==> src/rtl/chien_pkg.sv <==
`timescale 1ns/1ps
package chien_pkg;
    typedef enum logic {
        ST_IDLE = 1'b0,
        ST_EMIT = 1'b1
    } cs_state_t;

    localparam int unsigned DEF_GF_M = 3;
    localparam logic [DEF_GF_M:0] DEF_FIELD_POLY = 4'b1011;
endpackage

==> src/rtl/gf_alpha_pow.sv <==
`timescale 1ns/1ps
module gf_alpha_pow #(
    parameter int unsigned GF_M = 3,
    parameter logic [GF_M:0] FIELD_POLY = 4'b1011,
    parameter int unsigned SHIFTS = 0
) (
    input  logic [GF_M-1:0] a_i,
    output logic [GF_M-1:0] y_o
);
    logic [GF_M-1:0] stage [0:SHIFTS];

    assign stage[0] = a_i;

    // one multiply-by-alpha per step: shift left, fold the overflow back in
    for (genvar g = 0; g < SHIFTS; g++) begin : g_step
        assign stage[g+1] = {stage[g][GF_M-2:0], 1'b0}
                          ^ ({GF_M{stage[g][GF_M-1]}} & FIELD_POLY[GF_M-1:0]);
    end

    assign y_o = stage[SHIFTS];
endmodule

==> src/rtl/chien_position.sv <==
`timescale 1ns/1ps
module chien_position #(
    parameter int unsigned GF_M = 3,
    parameter logic [GF_M:0] FIELD_POLY = 4'b1011,
    parameter int unsigned POS = 0
) (
    input  logic [GF_M-1:0] lam0_i,
    input  logic [GF_M-1:0] lam1_i,
    input  logic [GF_M-1:0] lam2_i,
    output logic            hit_o
);
    localparam int unsigned ORDER = (1 << GF_M) - 1;
    localparam int unsigned SH1   = POS % ORDER;
    localparam int unsigned SH2   = (2 * POS) % ORDER;

    logic [GF_M-1:0] term1;
    logic [GF_M-1:0] term2;

    gf_alpha_pow #(.GF_M(GF_M), .FIELD_POLY(FIELD_POLY), .SHIFTS(SH1)) u_t1 (
        .a_i(lam1_i),
        .y_o(term1)
    );

    gf_alpha_pow #(.GF_M(GF_M), .FIELD_POLY(FIELD_POLY), .SHIFTS(SH2)) u_t2 (
        .a_i(lam2_i),
        .y_o(term2)
    );

    // constant term is compared, not summed
    assign hit_o = ((term1 ^ term2) == lam0_i);
endmodule

==> src/rtl/root_counter.sv <==
`timescale 1ns/1ps
module root_counter #(
    parameter int unsigned NPOS  = 7,
    parameter int unsigned CNT_W = 2
) (
    input  logic [NPOS-1:0]  hits_i,
    output logic [CNT_W-1:0] cnt_o
);
    localparam int unsigned TW = $clog2(NPOS + 1);
    localparam logic [TW-1:0] SAT_MAX = TW'((1 << CNT_W) - 1);

    logic [TW-1:0] total;

    always_comb begin
        total = '0;
        for (int k = 0; k < NPOS; k++) begin
            total = total + {{(TW-1){1'b0}}, hits_i[k]};
        end
    end

    assign cnt_o = (total > SAT_MAX) ? SAT_MAX[CNT_W-1:0] : total[CNT_W-1:0];
endmodule

==> src/rtl/chien_par_search.sv <==
`timescale 1ns/1ps
module chien_par_search
    import chien_pkg::*;
#(
    parameter int unsigned GF_M = DEF_GF_M,
    parameter logic [GF_M:0] FIELD_POLY = DEF_FIELD_POLY,
    parameter int unsigned CNT_W = 2
) (
    input  logic                         clk,
    input  logic                         rst_n,
    input  logic                         valid_i,
    input  logic [GF_M-1:0]              lam0_i,
    input  logic [GF_M-1:0]              lam1_i,
    input  logic [GF_M-1:0]              lam2_i,
    output logic                         valid_o,
    output logic [(1 << GF_M) - 2:0]     err_o,
    output logic [CNT_W-1:0]             cnt_o
);
    localparam int unsigned NPOS    = (1 << GF_M) - 1;
    localparam int unsigned CNT_MAX = (1 << CNT_W) - 1;

    cs_state_t state_q, state_d;
    logic [NPOS-1:0]  err_d;
    logic [CNT_W-1:0] cnt_d;

    // one evaluator per nonzero field element, routed to bit (N-i) mod N
    for (genvar p = 0; p < NPOS; p++) begin : g_pos
        localparam int unsigned BITIX = (NPOS - p) % NPOS;
        chien_position #(.GF_M(GF_M), .FIELD_POLY(FIELD_POLY), .POS(p)) u_pos (
            .lam0_i(lam0_i),
            .lam1_i(lam1_i),
            .lam2_i(lam2_i),
            .hit_o (err_d[BITIX])
        );
    end

    root_counter #(.NPOS(NPOS), .CNT_W(CNT_W)) u_cnt (
        .hits_i(err_d),
        .cnt_o (cnt_d)
    );

    // next-state logic
    always_comb begin
        state_d = state_q;
        unique case (state_q)
            ST_IDLE: state_d = valid_i ? ST_EMIT : ST_IDLE;
            ST_EMIT: state_d = valid_i ? ST_EMIT : ST_IDLE;
            default: state_d = ST_IDLE;
        endcase
    end

    // state register
    always_ff @(posedge clk or negedge rst_n) begin
        if (!rst_n) state_q <= ST_IDLE;
        else        state_q <= state_d;
    end

    // result registers, loaded only on an accepted strobe
    always_ff @(posedge clk or negedge rst_n) begin
        if (!rst_n) begin
            err_o <= '0;
            cnt_o <= '0;
        end else if (valid_i) begin
            err_o <= err_d;
            cnt_o <= cnt_d;
        end
    end

    assign valid_o = (state_q == ST_EMIT);


    valid_follow_chk: assert property (@(posedge clk) disable iff (!rst_n)
        valid_i |=> valid_o);

    valid_quiet_chk: assert property (@(posedge clk) disable iff (!rst_n)
        !valid_i |=> !valid_o);

    pos_zero_chk: assert property (@(posedge clk) disable iff (!rst_n)
        valid_i |=> (err_o[0] == ($past(lam1_i ^ lam2_i) == $past(lam0_i))));

    count_match_chk: assert property (@(posedge clk) disable iff (!rst_n)
        valid_o |-> (cnt_o == CNT_W'(($countones(err_o) > CNT_MAX) ? CNT_MAX : $countones(err_o))));

    hold_result_chk: assert property (@(posedge clk) disable iff (!rst_n)
        !valid_i |=> ($stable(err_o) && $stable(cnt_o)));

    zero_poly_chk: assert property (@(posedge clk) disable iff (!rst_n)
        (valid_i && lam0_i == '0 && lam1_i == '0 && lam2_i == '0) |=> (err_o == '1));

    degree_bound_chk: assert property (@(posedge clk) disable iff (!rst_n)
        (valid_i && lam2_i != '0) |=> ($countones(err_o) <= 2));
endmodule

==> config.mk <==
export PLATFORM = sky130hd
export DESIGN_NAME = chien_par_search
export DESIGN_NICKNAME = d
export VERILOG_FILES = /design/src/rtl/chien_pkg.sv /design/src/rtl/gf_alpha_pow.sv /design/src/rtl/chien_position.sv /design/src/rtl/root_counter.sv /design/src/rtl/chien_par_search.sv
export SDC_FILE = /design/constraint.sdc
export NUM_CORES = 1
export LEC_CHECK = 0
export BUFFER_PORTS_ARGS = -buffer_cell sky130_fd_sc_hd__buf_2
export CORE_MARGIN = 5
export CORE_UTILIZATION = 44
export DETAILED_ROUTE_END_ITERATION = 10
export HOLD_SLACK_MARGIN = 0.12
export PLACE_DENSITY = 0.67
export SYNTH_ARGS = -nofsm -noshare
export SYNTH_HDL_FRONTEND = slang
export SYNTH_SLANG_ARGS = --single-unit
export TNS_END_PERCENT = 100
==> constraint.sdc <==
create_clock -name clk -period 1.01 [get_ports clk]
set_clock_uncertainty 0.1 [all_clocks]
set_input_delay 0.1515 -clock clk [delete_from_list [all_inputs] [get_ports clk]]
set_output_delay 0.1515 -clock clk [all_outputs]
set_load 0.02 [all_outputs]
==> results.sh, run 1 <==
export IMPL_critPathBufInv=3
export IMPL_cp_num_cells=15
export IMPL_drtPass1Iterations=5
export IMPL_use_met2=0.378
export IMPL_rr_worst_depth=4
export IMPL_final_common_cell="buf_4"
export IMPL_finalMaxSlewViolations=0
export IMPL_path_max_fanout=2
export IMPL_crit_required_ns=1.06
export IMPL_crit_path_start_kind="primary input"
export IMPL_fin_nets=198
export IMPL_portBuffers=21
export IMPL_setup_violations_final=19
export IMPL_overflow=0
export IMPL_yosys_warnings=0
export IMPL_place_ws_ns=-2.65
export IMPL_cts_sinks=10
export IMPL_clk_latency_ns=0.27
export IMPL_yosys_most_used_dff="dfrtp_1"
export IMPL_vdd_drop_max_mv=1.43
export IMPL_fillers=76
export IMPL_fmax_mhz=287
export IMPL_rows=17
export IMPL_vias=1081
export IMPL_hp_start="valid_i"
export IMPL_ys_seq_area_frac=0.261
export IMPL_grt_busiest_layer="met2"
export IMPL_grt_max_degree=11
export IMPL_cts_made_buffers=3
export IMPL_vias_per_cell=5.25
export IMPL_cts_max_level=1
export IMPL_worstMarginPinSlew_ns=0.309
export IMPL_use_met3=0.0437
export IMPL_power_density_nw_per_um2=1320
export IMPL_mappedNetlistNets=121
export IMPL_num_antenna_cells=0
export IMPL_core_area_um2=2150
export IMPL_synth_edff_count=0
export IMPL_fin_ws_ns=-2.47
export IMPL_area_delta_synth_final_pct=106
export IMPL_hold_depth=2
export IMPL_path_class="in -> reg"
export IMPL_detailed_place_hpwl_mm=1.96
export IMPL_dieArea_um2=3210
export IMPL_critPathMaxStageDelay_ns=0.50
export IMPL_fin_setup_tns_ns=-9.29
export IMPL_async_reset_ff_frac=1.00
export IMPL_p_leak_nw=0.964
export IMPL_endpoint_kind="flip-flop"
export IMPL_grt_pass1_wl_mm=5.09
export IMPL_dieWidth_um=56.7
export IMPL_slowest_stage="fa_1"
export IMPL_met1_usage=0.231
export IMPL_pin_count=22
export IMPL_routed_wl_mm=4.30
export IMPL_crit_path_start="lam2_i[2]"
export IMPL_drt_iter0_markers=44
export IMPL_synthCells=103
export IMPL_switching_share=0.391
export IMPL_drc=0
export IMPL_cpMostUsedCell="fa_1"
export IMPL_mostFrequentLayoutCells="49 x buf_4, 21 x buf_6, 10 x dfrtp_1"
export IMPL_slew_headroom=0.792
export IMPL_postRouteAntennaNets=0
export IMPL_grt_pass1_vias=1017
export IMPL_violations="setup timing"
export IMPL_finalHoldViolCount=0
export IMPL_max_clock_path_buffers=2
export IMPL_fin_util=0.919
export IMPL_power_frac_comb=0.683
export IMPL_p_switching_mw=1.02
export IMPL_die_h_um=56.7
export IMPL_grtUsageTotal=0.205
export IMPL_synth_seq_cells=10
export IMPL_critical_path_cell_chain="buf_6, xnor3_2, xnor2_2, or3_4, a21oi_4, ha_4, inv_4, fa_1, fa_1, inv_1, ha_2, fa_2, xor2_2, nor2_1, a21oi_1"
export IMPL_tritoncts="done"
export IMPL_p_clk_frac=0.110
export IMPL_arrival_ns=3.54
export IMPL_fin_crit_sh=3.45
export IMPL_grt_antenna_before_repair=0
export IMPL_cts_root_buffer="clkbuf_4"
export IMPL_min_path_type="in -> reg"
export IMPL_drive_above_1_share=0.680
export IMPL_synth_avg_cell_area_um2=9.32
export IMPL_wire_per_inst_um=20.9
export IMPL_reg2reg_from="err_o[4]"
export IMPL_gp_congestion=0.775
export IMPL_rsz0062_at_grt="true"
export IMPL_critical_path_top_delay_family="adder cells"
export IMPL_clkTransAtPathRegs_ns=0.07
export IMPL_maxCapViolCount=0
export IMPL_status="complete, but fails checks"
export IMPL_period_needed_ns=3.48
export IMPL_start_util=0.447
export IMPL_synth_cell_types=27
export IMPL_p_int_mw=1.59
export IMPL_seqPwrFrac=0.208
export IMPL_netlist_area_um2=960
[stage by stage]
stage / instances / instance area, um^2 / power (mW) / hold slack (ns)
6_report: 206 / 1970 / 2.61 / 0.156
5_1_grt: 206 / 1970 / 2.75 / 0.165
4_1_cts: 192 / 1710 / 2.24 / 0.138
3_5_place_dp: 174 / 1330 / 1.59 / -0.0686
3_3_place_gp: 174 / 1330 / 1.55 / -0.0853
2_1_floorplan: 103 / 1010 / 1.19 / -0.244
[path summary, 6_finish.rpt]
check                           end  slack [ns]
min in group asynchronous  err_o[1]        0.17
setup / recovery           cnt_o[1]       -2.47
max in group asynchronous  cnt_o[1]        0.43
hold / removal             err_o[6]        0.16
hold reg to reg            err_o[0]        0.54
setup reg to reg           err_o[4]       -0.07
[flip-flops by register name, indices dropped and copies added (netlist names)]
signal and cells:
cnt_o 2, err_o 7, valid_o 1
[power by group through the flow]
stage / clock network [mW] / registers, mW / logic, mW
after floorplan: 0 / 0.625 / 0.565
after global placement: 0 / 0.519 / 1.03
after detailed placement: 0 / 0.524 / 1.07
after CTS: 0.282 / 0.532 / 1.43
after global routing: 0.316 / 0.550 / 1.89
final: 0.286 / 0.543 / 1.79
[cells by family (layout without fill, tap and decap cells)]
kind of cell / count (synthesis) / after routing / synth area share
compound gates: 8 / 8 / 0.0535
xor+xnor: 34 / 34 / 0.326
fa+ha+maj: 6 / 6 / 0.102
buf+inv: 16 / 91 / 0.0756
flops: 10 / 10 / 0.261
mux: 5 / 5 / 0.0561
simple gates: 24 / 24 / 0.126
[cells in the mapped netlist, types with 3 or more instances]
cell type  count  area, um^2
ha_1           3        37.5
buf_2          4        20.0
a21oi_1        3        15.0
or3_1          3        18.8
inv_1          6        22.5
xor2_1        11        96.3
xnor2_1       22         193
fa_1           3        60.1
nor2_1         5        18.8
nand2_1        5        18.8
dfrtp_1       10         250
clkbuf_1       4        15.0
nand3_1        3        15.0
[layer usage]
metal,up-vias,wire [um]
met5,-,0
met4,0,191
met3,19,232
met2,54,2230
met1,536,1650
li1,472,-
[worst register-to-register path, stage by stage, from the launching register on]
cell	delay, ns
dfrtp_1	0.41
buf_4	0.15
buf_4	0.13
inv_1	0.08
mux2i_1	0.09
[layout make-up]
class                           count  area [um^2]  share of cell area
Clock buffer                        3         22.5              0.0114
Inverter                            6         25.0              0.0127
Multi-Input combinational cell     77          932               0.472
Sequential cell                    10          250               0.127
Tap cell                           28         35.0              0.0177
Timing Repair Buffer               82          709               0.359
[repair_timing]
action | CTS | global route
hold buffers | 2 | 0
endpoints found under the setup margin | 19 | 19
buffers inserted | 16 | 16
gates resized for setup | 52 | 25
endpoints found under the hold margin | 11 | 0
pin swaps | 17 | 12
gates cloned | 0 | 0
Note: power is estimated with default switching activity, not from simulation.
==> inputs of run 2 (changes only) <==
--- a/config.mk
+++ b/config.mk
@@ -7,10 +7,10 @@
 export LEC_CHECK = 0
 export BUFFER_PORTS_ARGS = -buffer_cell sky130_fd_sc_hd__buf_2
 export CORE_MARGIN = 5
-export CORE_UTILIZATION = 44
+export CORE_UTILIZATION = 53
 export DETAILED_ROUTE_END_ITERATION = 10
 export HOLD_SLACK_MARGIN = 0.12
-export PLACE_DENSITY = 0.67
+export PLACE_DENSITY = 0.86
 export SYNTH_ARGS = -nofsm -noshare
 export SYNTH_HDL_FRONTEND = slang
 export SYNTH_SLANG_ARGS = --single-unit
==> run 2 against run 1 <==
  * Synthesized area stayed put
  * The run now fails in global routing (5_1_grt)
  * Synthesized cell count unchanged
==> results.sh, run 2 <==
export IMPL_synth_cell_types=27
export IMPL_failed_stage="global routing (5_1_grt)"
export IMPL_synth_avg_cell_area_um2=9.32
export IMPL_pin_count=22
export IMPL_yosys_area_share_simple=0.126
export IMPL_mappedNetlistNets=121
export IMPL_worstEpCategory="register input"
export IMPL_synth_compound_area_frac=0.0535
export IMPL_dieWidth_um=52.6
export IMPL_cts_max_level=1
export IMPL_firstError="[ERROR DPL-0038] Utilization greater than 100%, impossible to legalize"
export IMPL_synth_top_area_cell="dfrtp_1"
export IMPL_max_clock_path_buffers=2
export IMPL_synthCells=103
export IMPL_detailed_place_hpwl_mm=1.83
export IMPL_portBuffers=21
export IMPL_synth_top_cell_area_share=0.261
export IMPL_cts_root_buffer="clkbuf_4"
export IMPL_cts_made_buffers=3
export IMPL_netlist_area_um2=960
export IMPL_start_util=0.556
export IMPL_synth_xor_area_share=0.326
export IMPL_postGrtWorstEndpoint="cnt_o[0]$_DFFE_PN0P_/D"
export IMPL_synth_top_family_by_area="XOR/XNOR gates"
export IMPL_synthMuxAreaShare=0.0561
export IMPL_yosysMostFrequentCell="xnor2_1"
export IMPL_synth_seq_cells=10
export IMPL_synth_edff_count=0
export IMPL_yosys_most_used_dff="dfrtp_1"
export IMPL_die_h_um=52.6
export IMPL_cts_sinks=10
export IMPL_grt_max_degree=11
export IMPL_async_reset_ff_frac=1.00
export IMPL_synth_adder_area_share=0.102
export IMPL_status="stopped before the end"
export IMPL_rows=15
export IMPL_synth_area_leaders="dfrtp_1 26%, xnor2_1 20%, xor2_1 10%, fa_1 6.3%, ha_1 3.9%"
export IMPL_synth_commonest_cells="22 x xnor2_1, 11 x xor2_1, 10 x dfrtp_1"
export IMPL_ys_seq_area_frac=0.261
export IMPL_yosys_warnings=0
export IMPL_gp_congestion=0.933
## run 2: cell counts after synthesis
Identical to the previous run, type by type.
## run 2: cells by family after synthesis
logic type      Yosys count
mux                       5
fa+ha+maj                 6
simple gates             24
xor+xnor                 34
buf+inv                  16
flops                    10
compound gates            8
## run 2: through the flow
step                      std cells  instance area, um^2  setup TNS [ns]  utilization  setup WS, ns
after floorplan                 103                 1010           -7.73            -         -2.58
after global placement          171                 1330           -9.58        0.767         -2.57
after detailed placement        171                 1330           -9.97        0.767         -2.67
after CTS                       184                 1630           -7.71        0.944         -2.29
## run 2: repair_timing
action                                 CTS
setup endpoints to repair               19
hold buffers                             2
setup buffers                            8
endpoints found under the hold margin   11
resized for setup                       43
pin swaps                               11
==> inputs of run 3 (changes only) <==
--- a/config.mk
+++ b/config.mk
@@ -6,11 +6,10 @@
 export NUM_CORES = 1
 export LEC_CHECK = 0
 export BUFFER_PORTS_ARGS = -buffer_cell sky130_fd_sc_hd__buf_2
-export CORE_MARGIN = 5
-export CORE_UTILIZATION = 53
+export CORE_AREA = 5 5 66 68
 export DETAILED_ROUTE_END_ITERATION = 10
-export HOLD_SLACK_MARGIN = 0.12
-export PLACE_DENSITY = 0.86
+export DIE_AREA = 0 0 71 73
+export PLACE_DENSITY_LB_ADDON = 0.15
 export SYNTH_ARGS = -nofsm -noshare
 export SYNTH_HDL_FRONTEND = slang
 export SYNTH_SLANG_ARGS = --single-unit
==> run 3 against run 2 <==
  * The flow now finishes, with violations (setup timing)
==> results.sh, run 3 (synthesis gave the netlist of run 1 again) <==
export IMPL_die_h_um=73
export IMPL_tritoncts="done"
export IMPL_cts_max_level=1
export IMPL_grt_pass1_vias=949
export IMPL_p_leak_nw=0.900
export IMPL_drt_iter0_markers=18
export IMPL_grtUsageTotal=0.102
export IMPL_fillers=333
export IMPL_wire_per_inst_um=12.4
export IMPL_vdd_drop_max_mv=0.410
export IMPL_area_delta_synth_final_pct=94.5
export IMPL_clkTransAtPathRegs_ns=0.04
export IMPL_grt_antenna_before_repair=0
export IMPL_finalMaxSlewViolations=0
export IMPL_gp_congestion=0.733
export IMPL_seqCellArea_um2=250
export IMPL_min_path_type="in -> reg"
export IMPL_crit_path_start="lam2_i[0]"
export IMPL_crit_required_ns=1.07
export IMPL_routed_wl_mm=2.68
export IMPL_core_area_um2=3800
export IMPL_drive_above_1_share=0.653
export IMPL_status="complete, but fails checks"
export IMPL_largest_register="err_o"
export IMPL_cts_sinks=10
export IMPL_drc=0
export IMPL_fin_setup_tns_ns=-8.13
export IMPL_period_needed_ns=3.42
export IMPL_rsz0062_at_grt="true"
export IMPL_worstMarginPinSlew_ns=0.253
export IMPL_reg2reg_from="err_o[3]"
export IMPL_dieWidth_um=71
export IMPL_finalHoldViolCount=0
export IMPL_detailed_place_hpwl_mm=1.91
export IMPL_power_density_nw_per_um2=1340
export IMPL_power_total_mw=2.50
export IMPL_cts_made_buffers=3
export IMPL_top_layer="met3"
export IMPL_pin_count=22
export IMPL_start_util=0.253
export IMPL_fin_crit_sh=3.38
export IMPL_maxCapViolCount=0
export IMPL_wl_met3_um=67
export IMPL_mostFrequentLayoutCells="42 x buf_4, 17 x buf_6, 10 x xnor2_1, 10 x dfrtp_1, 9 x buf_2"
export IMPL_portBuffers=21
export IMPL_postRouteAntennaNets=0
export IMPL_grt_max_degree=11
export IMPL_multi_input_area_um2=898
export IMPL_dpl_cell_count=195
export IMPL_fin_ws_ns=-2.41
export IMPL_max_clock_path_buffers=2
export IMPL_path_class="in -> reg"
export IMPL_arrival_ns=3.47
export IMPL_num_antenna_cells=0
export IMPL_cts_root_buffer="clkbuf_8"
export IMPL_layout_cells_non_filler=217
export IMPL_dr_wl_met2_mm=1.53
export IMPL_fmax_mhz=293
export IMPL_final_common_cell="buf_4"
export IMPL_grt_pass1_wl_mm=4.30
export IMPL_crit_path_start_kind="primary input"
export IMPL_setup_violations_final=10
export IMPL_wl_met1_mm=1.09
export IMPL_clk_latency_ns=0.23
export IMPL_drtPass1Iterations=5
export IMPL_violations="setup timing"
export IMPL_dieArea_um2=5180
export IMPL_rows=23
export IMPL_endpoint_kind="flip-flop"
export IMPL_largest_reg_flops=7
export IMPL_timing_hold_ws_ns=0.0714
export IMPL_vias_per_cell=4.14
export IMPL_slew_headroom=0.830
export IMPL_vias=898
export IMPL_overflow=0
export IMPL_hp_start="valid_i"
export IMPL_path_max_fanout=2
export IMPL_fin_nets=187
-- run 3: layout make-up --
type	instances	share of cell area
Multi-Input combinational cell	77	0.481
Timing Repair Buffer	71	0.317
Sequential cell	10	0.134
Tap cell	50	0.0335
Clock buffer	3	0.0221
Inverter	6	0.0121
-- run 3: per-stage QoR --
step	util	cell area [um^2]	worst slack [ns]
after CTS	0.442	1680	-2.38
after detailed placement	0.355	1350	-2.68
final	0.491	1870	-2.41
after floorplan	-	1010	-2.58
after global routing	0.491	1870	-2.56
after global placement	0.355	1350	-2.61
-- run 3: routing by layer --
layer	up-vias	global-route usage
met2	13	0.188
met1	431	0.124
met4	0	0.0125
met5	-	0
met3	0	0.0220
li1	454	-
-- run 3: where the power goes --
| part | switching [mW] | internal (mW) |
|---|---|---|
| registers | 0.0555 | 0.482 |
| logic | 0.674 | 0.892 |
| clock network | 0.141 | 0.260 |
| total | 0.870 | 1.63 |
-- run 3: path summary, 6_finish.rpt --
check / endpoint / slack, ns / cells past startpoint
max reg2reg: err_o[3] / 0.06 / 2
min in group asynchronous: err_o[5] / 0.22 / 2
max: cnt_o[0] / -2.41 / 15
max in group asynchronous: err_o[3] / 0.40 / 2
min reg2reg: err_o[5] / 0.43 / 1
min: valid_o / 0.07 / 1
-- run 3: worst max-delay path: stages --
cell and delay, ns:
buf_6 0.07, xnor3_2 0.43, xnor2_2 0.15, or3_1 0.32
a21oi_2 0.16, ha_1 0.26, inv_2 0.07, fa_1 0.40
fa_1 0.51, inv_2 0.05, ha_4 0.15, fa_2 0.36
xor2_1 0.19, nor2_1 0.07, a21oi_1 0.14
-- run 3: repair_timing --
action	in CTS	in global routing
hold buffers	1	0
setup endpoints to repair	18	18
resized for setup	41	27
setup buffers	16	8
cloned	0	0
hold endpoints to repair	10	0
pin swaps	11	15
==> inputs of run 4 (changes only) <==
--- a/config.mk
+++ b/config.mk
@@ -6,9 +6,9 @@
 export NUM_CORES = 1
 export LEC_CHECK = 0
 export BUFFER_PORTS_ARGS = -buffer_cell sky130_fd_sc_hd__buf_2
-export CORE_AREA = 5 5 66 68
+export CORE_AREA = 4 4 65 67
 export DETAILED_ROUTE_END_ITERATION = 10
-export DIE_AREA = 0 0 71 73
+export DIE_AREA = 0 0 69 71
 export PLACE_DENSITY_LB_ADDON = 0.15
 export SYNTH_ARGS = -nofsm -noshare
 export SYNTH_HDL_FRONTEND = slang
==> run 4 against run 3 <==
  * The flow still finishes with violations (setup timing)
  * Sequential power about the same
  * Setup slack better by 0.0069 ns
  * Utilization up 1.9 points
  * Via count up 0.67%
  * Count of clock-buffer cells in the layout up 1
  * Power up 2.6%
  * Critical endpoint is now cnt_o[1]
  * Largest cell class unchanged
  * Largest power group unchanged
==> results.sh, run 4 (synthesis gave the netlist of run 1 again) <==
export IMPL_status="complete, but fails checks"
export IMPL_violations="setup timing"
export IMPL_core_area_um2=3630
export IMPL_fmax_mhz=293
export IMPL_num_antenna_cells=0
export IMPL_fin_util=0.511
export IMPL_p_switching_mw=0.874
export IMPL_path_class="in -> reg"
export IMPL_path_max_fanout=2
export IMPL_vias=904
export IMPL_overflow=0
export IMPL_fin_setup_tns_ns=-7.81
export IMPL_power_frac_comb=0.595
export IMPL_portBuffers=21
export IMPL_die_h_um=71
export IMPL_endpoint_kind="flip-flop"
export IMPL_clkTransAtPathRegs_ns=0.05
export IMPL_drt_iter0_markers=12
export IMPL_tritoncts="done"
export IMPL_detailed_place_hpwl_mm=1.95
export IMPL_mostFrequentLayoutCells="36 x buf_4, 19 x buf_6, 12 x xnor2_2"
export IMPL_power_density_nw_per_um2=1380
export IMPL_cts_max_level=1
export IMPL_grt_pass1_vias=913
export IMPL_cts_sinks=10
export IMPL_drc=0
export IMPL_rows=22
export IMPL_final_common_cell="buf_4"
export IMPL_period_needed_ns=3.41
export IMPL_fin_nets=183
export IMPL_worstMarginPinSlew_ns=0.269
export IMPL_fin_area_um2=1860
export IMPL_p_leak_nw=0.897
export IMPL_setup_violations_final=14
export IMPL_finalHoldViolCount=0
export IMPL_routed_wl_mm=2.64
export IMPL_max_clock_path_buffers=2
export IMPL_arrival_ns=3.43
export IMPL_vias_per_cell=4.26
export IMPL_grt_antenna_before_repair=0
export IMPL_drive_above_1_share=0.659
export IMPL_largest_reg_flops=7
export IMPL_largest_register="err_o"
export IMPL_timing_hold_ws_ns=0.0585
export IMPL_drtPass1Iterations=2
export IMPL_fin_ws_ns=-2.40
export IMPL_slowest_stage="fa_1"
export IMPL_layout_cells_non_filler=212
export IMPL_pin_count=22
export IMPL_grt_max_degree=11
export IMPL_grt_pass1_wl_mm=4.27
export IMPL_finalMaxSlewViolations=0
export IMPL_cts_made_buffers=3
export IMPL_postRouteAntennaNets=0
export IMPL_clk_latency_ns=0.24
export IMPL_dieArea_um2=4900
export IMPL_rsz0062_at_grt="true"
export IMPL_dpl_cell_count=197
export IMPL_dieWidth_um=69
export IMPL_start_util=0.264
export IMPL_wire_per_inst_um=12.5
export IMPL_area_delta_synth_final_pct=93.4
export IMPL_switching_share=0.340
export IMPL_power_total_mw=2.57
export IMPL_grtUsageTotal=0.108
export IMPL_crit_required_ns=1.03
export IMPL_critical_path_cell_chain="buf_8, xnor3_2, xnor2_2, or3_1, a21oi_2, ha_1, inv_2, fa_1, fa_1, inv_2, ha_4, fa_2, xor2_2, nor2_1, a21oi_1"
export IMPL_r2r_slack_ns=0.01
export IMPL_p_int_mw=1.69
export IMPL_maxCapViolCount=0
export IMPL_crit_path_start_kind="primary input"
export IMPL_min_path_type="in -> reg"
export IMPL_placed_area_um2=1380
export IMPL_slew_headroom=0.820
export IMPL_cts_root_buffer="clkbuf_8"
export IMPL_gp_congestion=0.724
export IMPL_seqPwrFrac=0.209
export IMPL_fin_crit_sh=3.38
export IMPL_critPathMaxStageDelay_ns=0.51
export IMPL_vdd_drop_max_mv=0.405
export IMPL_p_clk_frac=0.196
export IMPL_place_ws_ns=-2.69
-- run 4: what timing repair did --
action | CTS | global route
hold buffers | 1 | 0
setup buffers | 9 | 5
resized for setup | 37 | 30
pin swaps | 8 | 10
cloned | 0 | 0
setup endpoints to repair | 18 | 19
endpoints found under the hold margin | 10 | 0
-- run 4: layer usage --
layer / routed length, um / track usage / up-vias / part of all wire
li1: - / - / 449 / -
met1: 1130 / 0.136 / 434 / 0.43
met2: 1380 / 0.186 / 15 / 0.52
met3: 64 / 0.0213 / 6 / 0.024
met4: 65 / 0.0325 / 0 / 0.025
met5: 0 / 0 / - / 0
-- run 4: final cells by class --
type / instances / area (um^2)
clock buffers: 4 / 55.1
fillers: 336 / 1780
inverters: 6 / 22.5
multi-input cells: 77 / 896
flip-flops and latches: 10 / 250
well taps: 48 / 60.1
repair buffers: 67 / 572
-- run 4: power by group through the flow --
| stage | combinational (mW) | sequential [mW] | clock [mW] |
|---|---|---|---|
| after floorplan | 0.565 | 0.625 | 0 |
| final | 1.53 | 0.537 | 0.503 |
| after global routing | 1.66 | 0.550 | 0.544 |
| after CTS | 1.35 | 0.536 | 0.510 |
| after detailed placement | 1.08 | 0.523 | 0 |
| after global placement | 1.06 | 0.520 | 0 |
-- run 4: critical path, delay by kind of cell --
family | cells | cell delay, ns
AOI/OAI and AO/OA | 2 | 0.23
buffers and inverters | 3 | 0.18
xor gates and xnor gates | 3 | 0.77
adders and majority gates | 5 | 1.68
and+or+nand+nor | 2 | 0.42
-- run 4: path summary, 6_finish.rpt --
| kind | start | endpoint | depth (start not counted) |
|---|---|---|---|
| max in group asynchronous | rst_n | err_o[2] | 2 |
| hold reg to reg | err_o[0] | err_o[0] | 1 |
| min in group asynchronous | rst_n | err_o[6] | 2 |
| hold / removal | valid_i | valid_o | 1 |
| setup reg to reg | err_o[1] | err_o[1] | 2 |
| setup / recovery | lam2_i[0] | cnt_o[1] | 15 |
